===== src/rtl/wdt_key_pkg.sv =====
package wdt_key_pkg;
  localparam logic [15:0] KEY_UNLK_A = 16'h3333;
  localparam logic [15:0] KEY_UNLK_B = 16'hCCCC;
  localparam logic [15:0] KEY_KICK_A = 16'hAAAA;
  localparam logic [15:0] KEY_KICK_B = 16'h5555;
  localparam int unsigned EN_HI = 15;
  localparam int unsigned EN_LO = 14;

  typedef enum logic [1:0] {
    SEQ_IDLE,
    SEQ_UNLK_HALF,
    SEQ_OPEN,
    SEQ_KICK_HALF
  } seq_e;
endpackage


===== src/rtl/wdt_key_seq.sv =====
module wdt_key_seq
  import wdt_key_pkg::*;
(
  input  logic        clk_i,
  input  logic        rst_ni,
  input  logic        wr_en_i,
  input  logic [15:0] wr_data_i,
  output logic        ctrl_we_o,
  output logic        kick_o
);
  seq_e state_q, state_d;

  always_comb begin
    state_d   = state_q;
    ctrl_we_o = 1'b0;
    kick_o    = 1'b0;
    if (wr_en_i) begin
      unique case (state_q)
        SEQ_IDLE: begin
          if (wr_data_i == KEY_UNLK_A)      state_d = SEQ_UNLK_HALF;
          else if (wr_data_i == KEY_KICK_A) state_d = SEQ_KICK_HALF;
        end
        SEQ_UNLK_HALF: state_d = (wr_data_i == KEY_UNLK_B) ? SEQ_OPEN : SEQ_IDLE;
        SEQ_OPEN: begin
          ctrl_we_o = 1'b1;
          state_d   = SEQ_IDLE;
        end
        SEQ_KICK_HALF: begin
          kick_o  = (wr_data_i == KEY_KICK_B);
          state_d = SEQ_IDLE;
        end
        default: state_d = SEQ_IDLE;
      endcase
    end
  end

  always_ff @(posedge clk_i or negedge rst_ni) begin
    if (!rst_ni) state_q <= SEQ_IDLE;
    else         state_q <= state_d;
  end

  // one write only through an open lock
  assert_open_once_R2: assert property (@(posedge clk_i) disable iff (!rst_ni)
    (state_q == SEQ_OPEN && wr_en_i) |=> state_q == SEQ_IDLE);
  // a kick never coincides with a control load
  assert_kick_excl_R3: assert property (@(posedge clk_i) disable iff (!rst_ni)
    !(kick_o && ctrl_we_o));
  // state moves only on a write
  assert_idle_hold_R5: assert property (@(posedge clk_i) disable iff (!rst_ni)
    !wr_en_i |=> $stable(state_q));
endmodule


===== src/rtl/wdt_sel_decode.sv =====
module wdt_sel_decode #(
  parameter int unsigned BASE_EXP = 24,
  parameter int unsigned SEL_W    = 8,
  localparam int unsigned CW      = BASE_EXP + SEL_W - 1
) (
  input  logic [SEL_W-1:0] sel_i,
  output logic             valid_o,
  output logic [CW-1:0]    last_o
);
  logic [CW-1:0] term_c [SEL_W];

  for (genvar k = 0; k < SEL_W; k++) begin : g_term
    assign term_c[k] = CW'((64'd1 << (BASE_EXP + k)) - 64'd1);
  end

  always_comb begin
    last_o = '0;
    for (int k = SEL_W - 1; k >= 0; k--) begin
      if (sel_i[k]) last_o = term_c[k];  // lowest set bit wins
    end
  end

  assign valid_o = |sel_i;
endmodule


===== src/rtl/wdt_counter.sv =====
module wdt_counter #(
  parameter int unsigned CW = 31
) (
  input  logic          clk_i,
  input  logic          rst_ni,
  input  logic          en_i,
  input  logic          restart_i,
  input  logic [CW-1:0] last_i,
  output logic          timeout_o,
  output logic          expired_o
);
  logic [CW-1:0] cnt_q;
  logic          hit;

  assign hit = en_i && !restart_i && (cnt_q == last_i);

  always_ff @(posedge clk_i or negedge rst_ni) begin
    if (!rst_ni) begin
      cnt_q     <= '0;
      timeout_o <= 1'b0;
      expired_o <= 1'b0;
    end else begin
      if (!en_i || restart_i || hit) cnt_q <= '0;
      else                           cnt_q <= cnt_q + 1'b1;
      timeout_o <= hit;
      expired_o <= expired_o | hit;
    end
  end

  assert_hold_zero_R6: assert property (@(posedge clk_i) disable iff (!rst_ni)
    !en_i |=> cnt_q == '0);
  assert_restart_zero_R3: assert property (@(posedge clk_i) disable iff (!rst_ni)
    restart_i |=> cnt_q == '0);
  assert_single_pulse_R8: assert property (@(posedge clk_i) disable iff (!rst_ni)
    timeout_o |=> !timeout_o);
  assert_sticky_R9: assert property (@(posedge clk_i) disable iff (!rst_ni)
    expired_o |=> expired_o);
  assert_pulse_flags_R9: assert property (@(posedge clk_i) disable iff (!rst_ni)
    timeout_o |-> expired_o);
endmodule


===== src/rtl/wdt_keyed.sv =====
module wdt_keyed
  import wdt_key_pkg::*;
#(
  parameter int unsigned BASE_EXP = 24,
  parameter int unsigned SEL_W    = 8
) (
  input  logic        clk_i,
  input  logic        rst_ni,
  input  logic        wr_en_i,
  input  logic [15:0] wr_data_i,
  output logic [15:0] ctrl_o,
  output logic        timeout_o,
  output logic        expired_o
);
  localparam int unsigned CW = BASE_EXP + SEL_W - 1;

  logic          ctrl_we, kick;
  logic [15:0]   ctrl_q;
  logic          sel_valid, en_all;
  logic [CW-1:0] last_val;

  wdt_key_seq u_seq (
    .clk_i     (clk_i),
    .rst_ni    (rst_ni),
    .wr_en_i   (wr_en_i),
    .wr_data_i (wr_data_i),
    .ctrl_we_o (ctrl_we),
    .kick_o    (kick)
  );

  always_ff @(posedge clk_i or negedge rst_ni) begin
    if (!rst_ni)      ctrl_q <= '0;
    else if (ctrl_we) ctrl_q <= wr_data_i;
  end

  wdt_sel_decode #(.BASE_EXP(BASE_EXP), .SEL_W(SEL_W)) u_dec (
    .sel_i   (ctrl_q[SEL_W:1]),
    .valid_o (sel_valid),
    .last_o  (last_val)
  );

  assign en_all = ctrl_q[EN_HI] && ctrl_q[EN_LO] && sel_valid;

  wdt_counter #(.CW(CW)) u_cnt (
    .clk_i     (clk_i),
    .rst_ni    (rst_ni),
    .en_i      (en_all),
    .restart_i (kick | ctrl_we),
    .last_i    (last_val),
    .timeout_o (timeout_o),
    .expired_o (expired_o)
  );

  assign ctrl_o = ctrl_q;

  assert_ctrl_by_write_R5: assert property (@(posedge clk_i) disable iff (!rst_ni)
    !$stable(ctrl_q) |-> $past(wr_en_i));
  assert_no_timeout_off_R6: assert property (@(posedge clk_i) disable iff (!rst_ni)
    !(ctrl_q[EN_HI] && ctrl_q[EN_LO]) |=> !timeout_o);

  initial assert_sel_fits_R7: assert (SEL_W >= 1 && SEL_W <= 13 && BASE_EXP >= 1);
endmodule


===== config.mk =====
export PLATFORM = sky130hd
export DESIGN_NAME = wdt_keyed
export DESIGN_NICKNAME = d
export VERILOG_FILES = /design/src/rtl/wdt_key_pkg.sv /design/src/rtl/wdt_key_seq.sv /design/src/rtl/wdt_sel_decode.sv /design/src/rtl/wdt_counter.sv /design/src/rtl/wdt_keyed.sv
export SDC_FILE = /design/constraint.sdc
export NUM_CORES = 1
export LEC_CHECK = 0
export ABC_AREA = 0
export BUFFER_PORTS_ARGS = -buffer_cell sky130_fd_sc_hd__buf_2
export CAP_MARGIN = 30
export CORE_MARGIN = 1.5
export CORE_UTILIZATION = 60
export CTS_CLUSTER_DIAMETER = 40
export CTS_CLUSTER_SIZE = 8
export DETAILED_ROUTE_END_ITERATION = 10
export PLACE_DENSITY = 0.83
export SETUP_SLACK_MARGIN = 0.2
export SLEW_MARGIN = 15
export SYNTH_ARGS = -nofsm -noshare
export SYNTH_HDL_FRONTEND = slang
export SYNTH_SLANG_ARGS = --single-unit

===== constraint.sdc =====
create_clock -name clk_i -period 3.53 [get_ports clk_i]
set_clock_uncertainty 0.1 [all_clocks]
set_input_delay 0 -clock clk_i [delete_from_list [all_inputs] [get_ports clk_i]]
set_output_delay 0 -clock clk_i [all_outputs]
set_load 0.02 [all_outputs]

==> metrics.md, run 1 <==
| Metric | Value |
|---|---|
| CP endpoint | u_cnt.cnt_q[29] |
| Clock-pin slew on the worst setup and hold paths | 0.08 ns |
| Routability cong. | 0.804 |
| H-tree levels | 2 |
| Asr flop ratio synth | 1.00 |
| Crit. Startpoint | ctrl_o[6] |
| Gr busiest metal | met2 |
| Fmax | 0.361 GHz |
| Initial antenna violation count | 0 |
| Clk_lat worst skew | 0.30 ns |
| Part of the power in registers | 0.555 |
| Sw Ratio | 0.271 |
| Worst r2r src | ctrl_o[6] |
| Slew @ Worst Pin | 0.868 ns |
| Met2 usage | 0.417 |
| CP Buf/Inv Count | 1 |
| First drt pass iteration count | 4 |
| Global routing usage on met1 | 0.359 |
| Setup CP Type | reg2reg |
| Post-synth top flop | dfrtp_1 |
| Largest net degree at the start of global routing | 52 |
| Total GRT Usage | 0.267 |
| Total Neg Setup Slack | 0 ns |
| Fillcell total | 277 |
| Avg Inst Size Synth | 10.5 um2 |
| Post-synth top area share | 0.468 |
| Worst reg2reg path endpoint | u_cnt.cnt_q[29] |
| CP Data Required Time | roughly 3.6 ns |
| NetSw | a little over 0.0003 W |
| Routed WL | 6200 um |
| Wire per inst | about 17 um |
| Cells after Synth | 260 |
| GR Overflow Total | 0 |
| Worst setup SP type | flip-flop |
| CORE AREA | 4350 um2 |
| Synth area leader | dfrtp_1 |
| Diodes inserted | 0 |
| CP arrival | 2.85 ns |
| CTS Buf Count | 5 |
| CTS tree | yes |
| Final hold viol count | 0 |
| Area added between synthesis and finish | 19.1% |
| Post-route total power | 0.00111 W |
| Syn_nets | 280 |
| Min-delay worst type | in2async |
| Synth Warn # | 0 |
| Worst reg2reg path depth | 6 |
| IO Pins | 37 |
| Crit path cell chain | or4_1 -> nor4_4 -> a311oi_1 -> a2111oi_4 -> buf_4 -> a211oi_1 |
| Top cells by area, synth | dfrtp_1 (47%), mux2_2 (6.6%), xor2_1 (5.8%), a211oi_1 (5.2%), xnor2_1 (3.9%) |
| Via density | 6.10 |
| Die width | about 70 um |
| Internal | 0.000811 W |
| Critical-path top delay cell | or4_1 |
| Final min period | 2.77 ns |
| Max incr delay on CP | 0.68 ns |
| CTS Buffer Depth | 2 |
| Slew Viols, Final | 0 |
| Cell row count | 24 |
| Die span in y | slightly above 70 um |
| Nets@finish | 337 |
| Global-route wire length before repair | 10400 um |
| Fin Hold WS | 0.231 ns |
| Unique masters post-synth | 47 |
| Max_slew headroom | 0.417 |
| Vias in the first global route | 2216 |
| Unrepaired setup endpoints after global routing | no |
| Power per standard cell area | 343 nW/um2 |
| Outcome | completed |
| Drt drc | 0 |
| Vias | 2246 |
| Comb pwr share | 0.173 |
| DRT antenna net count | 0 |
| 1st-iter DRT viols | between 100 and 150 |
| Sequential share of the synthesized area | 0.468 |
| Post-cts sizing count | 0 |
| Period utilisation layout | 0.785 |
| Layout cells sized above 1 | 0.222 |
| MaxCap Viol Count | 0 |
| Root Driver | clkbuf_8 |
| Number of clock sinks | 51 |
| HPWL after DPL | 3940 um |
| Clock power share | 0.272 |
| R2R Setup Slk | between 0.7 and 0.8 ns |
| Final setup viols | 0 |
| Synthesis-stage register bit count | between 50 and 60 |
| Maximum VDD drop | approximately 0.26 mV |
| GR Util met3 | 0.0649 |
| IO buf count | 36 |
| CP endpoint kind | flip-flop |
| Initial Util | 0.626 |
| Delay-heaviest family, CP | simple AND/OR/NAND/NOR gates |
| Critical path depth | 6 |
| EDFF count, synth | 0 |
| Total setup buffers inserted after CTS | 0 |
| Pleak | 1.39 nW |
| Max FO, Critical Path | 14 |
| Post-Syn Area | 2730 um2 |
| Die area | 4960 um2 |
power by group through the flow:
stage                      logic, W  registers [W]  clock network, W
after global placement     0.000172       0.000627                 0
final                      0.000192       0.000618          0.000303
after CTS                  0.000191       0.000617          0.000314
after floorplan           0.0000920       0.000642                 0
after global routing       0.000209       0.000620          0.000337
after detailed placement   0.000175       0.000629                 0
cell type report:
type | instances | area, um2 | share of cell area
multi-input combinational | 194 | 1410 | 0.432
clock buffer | 6 | 72.6 | 0.0223
inverter | 4 | 15.0 | 0.00462
tap | 52 | 65.1 | 0.0200
timing repair buffer | 61 | 415 | 0.128
sequential | 51 | 1280 | 0.393
metal layers:
layer | vias up | routed length (um)
met4 | 0 | 86
li1 | 1086 | -
met5 | - | 0
met2 | 77 | 3030
met1 | 1074 | 2690
met3 | 9 | 396
worst reg2reg max path: cells and delay by family (launching register included):
| family | cells | cell delay, ns |
|---|---|---|
| buf+inv | 1 | 0.31 |
| simple gates | 2 | 0.94 |
| flops | 1 | 0.43 |
| compound gates | 3 | 0.85 |
how the worst min path moves through the flow:
stage	end	slack, ns	cells after the start
after floorplan	ctrl_o[0]	-0.40	0
after global placement	u_cnt.cnt_q[5]	0.05	2
after detailed placement	ctrl_o[11]	0.04	2
after CTS	ctrl_o[4]	0.25	3
after global routing	ctrl_o[4]	0.31	3
final	ctrl_o[4]	0.23	3
what timing repair did:
item | CTS | global route
endpoints found under the hold margin | 69 | 0
hold buffers | 19 | 0
setup endpoints to repair | 0 | 0
flip-flops by register name, indices dropped and copies added (netlist names):
| signal | count |
|---|---|
| u_cnt.timeout_o | 1 |
| ctrl_o | 16 |
| u_cnt.expired_o | 1 |
| u_seq.state_q | 2 |
| u_cnt.cnt_q | 31 |
synthesized netlist by cell type (2+ instances only):
cell type  count
nor4bb_1       4
a21oi_1        3
xor2_1        18
nand2_1       15
nor3_2         2
nand4_1       11
nor3_1         9
or4bb_1        3
inv_1          4
dfrtp_1       51
and3_1         3
nand3_1       11
buf_2          4
nor2_1        23
o22ai_1        2
mux2_2        16
clkbuf_1       6
a211oi_1      19
and4_1         4
nor4_1         9
o21ai_0        2
xnor2_1       12
or3_1          3
or4_1          3
logic make-up after synthesis:
group,count (synthesis),share of synthesized area
compound gates,39,0.109
mux,17,0.0697
flops,51,0.468
buf+inv,15,0.0239
fa+ha+maj,1,0.00459
xor+xnor,30,0.0963
simple gates,107,0.229
placed cells by master, fill, tap and decap left out, types with 2 or more instances in the layout:
cell type	synthesis	routed
dfrtp_1	51	51
buf_2	4	36
nor2_1	23	23
a211oi_1	19	19
dlygate4sd3_1	0	19
xor2_1	18	18
mux2_2	16	16
nand2_1	15	15
xnor2_1	12	12
nand3_1	11	11
nand4_1	11	11
nor3_1	9	9
nor4_1	9	8
buf_4	1	6
clkbuf_8	0	5
inv_1	4	4
and4_1	4	4
nor4bb_1	4	4
or4_1	3	3
or3_1	3	3
or4bb_1	3	3
and3_1	3	3
a21oi_1	3	3
o21ai_0	2	2
nor3_2	2	2
o22ai_1	2	2
stage by stage:
step	utilization	area, um2	cells	setup WS, ns
6_report	0.746	3250	368	0.758
5_1_grt	0.746	3250	368	0.612
4_1_cts	0.746	3250	368	0.772
3_5_place_dp	0.686	2990	343	0.795
3_3_place_gp	0.686	2990	343	0.865
2_1_floorplan	-	2730	260	1.11
(Power assumes the default switching activity.)
==> run 2: changes to the inputs <==
CORE_UTILIZATION = 52   (was 60)
PLACE_DENSITY = 0.76   (was 0.83)
clock period = 2.24 ns   (was 3.53 ns; I/O delays follow)
==> metrics.md, run 2 (same netlist as run 1, synthesis figures left out) <==
| Metric | Value |
|---|---|
| Comb pwr share | 0.221 (+0.048) |
| Fillcell total | 322 (+16%) |
| Worst r2r src | ctrl_o[5] |
| GR Overflow Total | 0 (unchanged) |
| First drt pass iteration count | 5 (+1) |
| Max FFs per register | 31 (unchanged) |
| NetSw | 0.000607 W (+100%) |
| Max FO, Critical Path | 8 (-6) |
| Most common cell after layout, fill and taps aside | dfrtp_1 |
| Nets@finish | 363 (+7.7%) |
| Wire per inst | 20.0 um (+19%) |
| Power per standard cell area | 584 nW/um2 (+71%) |
| Via density | 6.09 (-0.15%) |
| Final hold viol count | 0 (unchanged) |
| Vias in the first global route | 2425 (+9.4%) |
| Commonest cells after routing, fill and taps aside | dfrtp_1 (49), buf_2 (36), buf_4 (25), nor2_1 (22), dlygate4sd3_1 (19) |
| Setup CP Type | reg2reg |
| Slew Viols, Final | 0 (unchanged) |
| Layout cells sized above 1 | 0.375 (+0.153) |
| CP Data Required Time | 2.32 ns (-1.28 ns) |
| Sw Ratio | 0.275 (+0.00425) |
| Unrepaired setup endpoints after global routing | yes |
| MaxCap Viol Count | 0 (unchanged) |
| Clock power share | 0.344 (+0.072) |
| Crit path cell chain | or4_4 -> nor3_4 -> a31oi_2 -> nor4_4 -> buf_6 -> a211oi_2 |
| Diodes inserted | 0 (unchanged) |
| CTS Buffer Depth | 2 (unchanged) |
| Drt drc | 0 (unchanged) |
| Total GRT Usage | 0.286 (+0.0193) |
| Final min period | 2.32 ns (-0.451 ns) |
| CTS Buf Count | 5 (unchanged) |
| Fmax | 0.431 GHz (+19%) |
| 1st-iter DRT viols | 254 (+90%) |
| Clock-pin slew on the worst setup and hold paths | 0.09 ns (about the same) |
| Vias | 2523 (+12%) |
| Die span in y | 75.4 um (+7.1%) |
| Slew @ Worst Pin | 0.608 ns (-0.260 ns) |
| Cell row count | 26 (+8.3%) |
| Clk_lat worst skew | 0.30 ns (about the same) |
| Failing checks | negative setup slack |
| Pleak | 1.58 nW (+14%) |
| HPWL after DPL | 4680 um (+19%) |
| CTS tree | yes |
| DRT antenna net count | 0 (unchanged) |
| Number of clock sinks | 51 (unchanged) |
| Worst setup SP type | flip-flop |
| Initial Util | 0.537 (-0.0890) |
| CP arrival | 2.41 ns (-0.44 ns) |
| Die area | 5690 um2 (+15%) |
| Area added between synthesis and finish | 38.3% |
| CP endpoint kind | flip-flop |
| Max incr delay on CP | 0.62 ns (-0.06 ns) |
| Period utilisation layout | 1.04 (+0.251) |
| Final Worst Setup Slack | -0.0811 ns (-0.839 ns) |
| CORE AREA | 5070 um2 (+17%) |
| IO Pins | 37 (unchanged) |
| IO buf count | 36 (unchanged) |
| Root Driver | clkbuf_8 |
| R2R Setup Slk | -0.08 ns (-0.84 ns) |
| Post-Layout Cell Count | 414 (+13%) |
| Routed WL | 8300 um (+34%) |
| Initial antenna violation count | 0 (unchanged) |
| Internal | 0.00160 W (+97%) |
| Final setup viols | 21 (+21) |
| Critical-path top delay cell | or4_4 |
| Routability cong. | 0.819 (+1.8%) |
| Largest Register | u_cnt.cnt_q |
| Die width | 75.4 um (+7.1%) |
| CP Buf/Inv Count | 1 (unchanged) |
| Fin Hold WS | 0.146 ns (-0.0849 ns) |
| Post-Place Cells | 382 (+11%) |
| Worst reg2reg path depth | 6 (unchanged) |
| Max_slew headroom | 0.594 (+0.177) |
| Delay-heaviest family, CP | simple AND/OR/NAND/NOR gates |
| Part of the power in registers | 0.435 (-0.120) |
| Worst reg2reg path endpoint | u_cnt.cnt_q[2] |
| Maximum VDD drop | 0.482 mV (+88%) |
| Global-route wire length before repair | 12000 um (+16%) |
| Outcome | finished, violations left |
| H-tree levels | 2 (unchanged) |
| Pre-CTS WS | -0.0917 ns (-0.887 ns) |
| Largest net degree at the start of global routing | 31 (-40%) |
| Min-delay worst type | in2async |
==> run 2: cell count changes in the layout (fill, tap and decap cells not counted), moves of 3 or more <==
| cell | change |
|---|---|
| buf_4 | +19 |
| a211oi_1 | -17 |
| buf_6 | +5 |
| a211oi_2 | +17 |
| nor4_1 | -3 |
==> run 2: stage by stage <==
stage | total power, W | instance area, um2 | utilization | setup TNS (ns)
floorplan | 0.00116 | 2730 | - | -1.41
global placement | 0.00130 | 3180 | 0.627 | -0.0348
detailed placement | 0.00131 | 3180 | 0.627 | -1.53
CTS | 0.00216 | 3650 | 0.720 | 0
global route | 0.00227 | 3770 | 0.743 | -2.32
finish | 0.00220 | 3770 | 0.743 | -1.11
==> run 2: what timing repair did <==
action,4_1_cts,5_1_grt
hold buffers,19,0
setup endpoints to repair,33,33
endpoints found under the hold margin,42,0
setup buffers,2,0
pin swaps,10,15
resized for setup,27,16
cloned,2,1
==> run 2: how the worst max path moves through the flow <==
stage,startpoint,end,slack [ns],cells after the start
2_1_floorplan,ctrl_o[6],u_cnt.cnt_q[18],-0.07,7
3_3_place_gp,ctrl_o[6],u_cnt.timeout_o,-0.01,6
3_5_place_dp,ctrl_o[6],u_cnt.expired_o,-0.09,6
4_1_cts,ctrl_o[5],u_cnt.cnt_q[14],0.03,6
5_1_grt,ctrl_o[5],u_cnt.cnt_q[2],-0.14,6
6_report,ctrl_o[5],u_cnt.cnt_q[2],-0.08,6
==> run 2: per-layer routing <==
metal  GRT usage  part of all wire
met5           0                 0
met4       0.101             0.027
met3      0.0661             0.061
met2       0.483              0.53
met1       0.361              0.38
==> run 2: power groups by stage <==
stage          Combinational, W  Clock, W  Sequential (W)
6_report               0.000486  0.000758        0.000959
5_1_grt                0.000508  0.000805        0.000962
4_1_cts                0.000431  0.000772        0.000959
3_5_place_dp           0.000337         0        0.000977
3_3_place_gp           0.000329         0        0.000974
2_1_floorplan          0.000148         0         0.00101
==> run 2: layout make-up <==
| class | count | area [um2] | share of cell area |
|---|---|---|---|
| Clock buffer | 5 | 68.8 | 0.0182 |
| Clock inverter | 3 | 67.6 | 0.0179 |
| Inverter | 4 | 15.0 | 0.00398 |
| Multi-Input combinational cell | 194 | 1600 | 0.423 |
| Sequential cell | 51 | 1280 | 0.339 |
| Tap cell | 70 | 87.6 | 0.0232 |
| Timing Repair Buffer | 87 | 659 | 0.175 |
==> run 2: worst register-to-register path: cells and delay by family (launching register included) <==
| family | cells | cell delay, ns |
|---|---|---|
| AO/OA/AOI/OAI | 2 | 0.17 |
| buffers and inverters | 1 | 0.23 |
| flip-flops | 1 | 0.41 |
| AND/OR/NAND/NOR | 3 | 1.28 |
==> run 3: changes to the inputs <==
SETUP_SLACK_MARGIN = 0.15   (was 0.2)
==> metrics.md, run 3 (same netlist as run 1, synthesis figures left out) <==
| Metric | Value |
|---|---|
| DRT antenna net count | 0 (unchanged) |
| Global-route wire length before repair | 12400 um (+3.2%) |
| Layout cells sized above 1 | 0.361 (-0.0137) |
| Post-Place Cells | 382 (unchanged) |
| Final hold viol count | 0 (unchanged) |
| Via density | 6.27 (+2.8%) |
| HPWL after DPL | 4680 um (unchanged) |
| Failing checks | negative setup slack |
| Final Worst Setup Slack | -0.0792 ns (+0.00191 ns) |
| Final min period | 2.32 ns (-0.00191 ns) |
| Critical-path top delay cell | or4_4 |
| CTS Buf Count | 5 (unchanged) |
| Storage element area | 1280 um2 (unchanged) |
| Fin util | 0.737 (-0.00641) |
| Root Driver | clkbuf_8 |
| Final Cell Area | 3740 um2 (-0.86%) |
| Max FFs per register | 31 (unchanged) |
| CTS Buffer Depth | 2 (unchanged) |
| Die width | 75.4 um (unchanged) |
| Number of clock sinks | 51 (unchanged) |
| Total Neg Setup Slack | -1.02 ns (+0.0885 ns) |
| Outcome | finished, violations left |
| Nets@finish | 365 (+0.55%) |
| GR Overflow Total | 0 (unchanged) |
| Commonest cells after routing, fill and taps aside | dfrtp_1 (49), buf_2 (36), buf_4 (27), nor2_1 (22) |
| Unrepaired setup endpoints after global routing | yes |
| Die area | 5690 um2 (unchanged) |
| Area after DPL | 3180 um2 (unchanged) |
| IO Pins | 37 (unchanged) |
| Routability cong. | 0.819 (unchanged) |
| Initial Util | 0.537 (unchanged) |
| Slew @ Worst Pin | 0.565 ns (-0.0436 ns) |
| CTS tree | yes |
| Period utilisation layout | 1.04 (about the same) |
| Worst setup SP type | flip-flop |
| Pleak | 1.59 nW (+0.76%) |
| Slew Viols, Final | 0 (unchanged) |
| First drt pass iteration count | 5 (unchanged) |
| H-tree levels | 2 (unchanged) |
| Largest Register | u_cnt.cnt_q |
| Wire per inst | 20.2 um (+0.80%) |
| Maximum VDD drop | 0.471 mV (-2.5%) |
| Clk_lat worst skew | 0.31 ns (about the same) |
| Setup CP Type | reg2reg |
| CP Data Required Time | 2.33 ns (about the same) |
| IO buf count | 36 (unchanged) |
| Diodes inserted | 0 (unchanged) |
| Cell row count | 26 (unchanged) |
| Vias in the first global route | 2501 (+3.1%) |
| Die span in y | 75.4 um (unchanged) |
| Pre-CTS WS | -0.0917 ns (unchanged) |
| Initial antenna violation count | 0 (unchanged) |
| Max_slew headroom | 0.618 (+0.0240) |
| Max FO, Critical Path | 6 (-2) |
| Drt drc | 0 (unchanged) |
| Largest net degree at the start of global routing | 31 (unchanged) |
| CP endpoint kind | flip-flop |
| Crit path cell chain | or4_4 -> o31ai_2 -> a32oi_2 -> nor4_4 -> buf_4 -> a211oi_2 |
| CORE AREA | 5070 um2 (unchanged) |
| Multi-input logic area | 1550 um2 (-3.1%) |
| Max incr delay on CP | 0.61 ns (about the same) |
| 1st-iter DRT viols | 185 (-27%) |
| Clock-pin slew on the worst setup and hold paths | 0.10 ns (about the same) |
| Area added between synthesis and finish | 37.1% |
| MaxCap Viol Count | 0 (unchanged) |
| Routed WL | 8400 um (+1.3%) |
| Total GRT Usage | 0.296 (+0.00975) |
| Min-delay worst type | in2reg |
| Most common cell after layout, fill and taps aside | dfrtp_1 |
| Final setup viols | 21 (unchanged) |
| Fillcell total | 323 (+0.31%) |
| Fmax | 0.431 GHz (about the same) |
| Power per standard cell area | 589 nW/um2 (+0.73%) |
| CP arrival | 2.41 ns (about the same) |
| Post-Layout Cell Count | 416 (+0.48%) |
| Vias | 2607 (+3.3%) |
==> run 3: cell type report <==
cell class / instances / area share
multi-input cells: 194 / 0.413
flip-flops and latches: 51 / 0.342
repair buffers: 89 / 0.181
well taps: 70 / 0.0234
clock buffers: 5 / 0.0184
clock inverters: 3 / 0.0181
inverters: 4 / 0.00401
==> run 3: path summary, 6_finish.rpt <==
kind                               from               to  slack, ns  cells past startpoint
min                        wr_data_i[0]        ctrl_o[0]       0.06                      3
max                           ctrl_o[5]  u_cnt.cnt_q[10]      -0.08                      6
min in group asynchronous        rst_ni   u_cnt.cnt_q[6]       0.13                      2
min reg2reg                   ctrl_o[0]        ctrl_o[0]       0.42                      1
max in group asynchronous        rst_ni  u_cnt.cnt_q[13]       1.27                      3
max reg2reg                   ctrl_o[5]  u_cnt.cnt_q[10]      -0.08                      6
==> run 3: per-stage QoR <==
| stage | total power [W] | hold WS (ns) |
|---|---|---|
| 3_5_place_dp | 0.00131 | -0.0639 |
| 2_1_floorplan | 0.00116 | -0.396 |
| 4_1_cts | 0.00216 | 0.106 |
| 5_1_grt | 0.00226 | 0.0734 |
| 3_3_place_gp | 0.00130 | -0.0700 |
| 6_report | 0.00220 | 0.0600 |
==> run 3: timing repair <==
| item | in CTS | in global routing |
|---|---|---|
| endpoints found under the hold margin | 42 | 0 |
| gates resized for setup | 27 | 9 |
| setup endpoints to repair | 21 | 33 |
| buffers inserted | 2 | 2 |
| pin swaps | 10 | 3 |
| hold buffers | 20 | 0 |
| cloned | 2 | 1 |
==> run 3: worst max-delay path, delay by kind of cell, from the launching register on <==
family                 cells  cell delay, ns
AO/OA/AOI/OAI              3            0.44
flip-flops                 1            0.42
buffers and inverters      1            0.24
AND/OR/NAND/NOR            2            1.01
==> run 3: routing by layer <==
layer,GRT usage,share of wire,routed length [um]
met3,0.0688,0.055,466
met1,0.362,0.39,3260
met5,0,0,0
met2,0.505,0.53,4450
met4,0.121,0.027,226
==> run 3: where the power goes <==
group	internal (W)	switching [W]
clock	0.000446	0.000329
sequential	0.000944	0.0000159
combinational	0.000203	0.000263
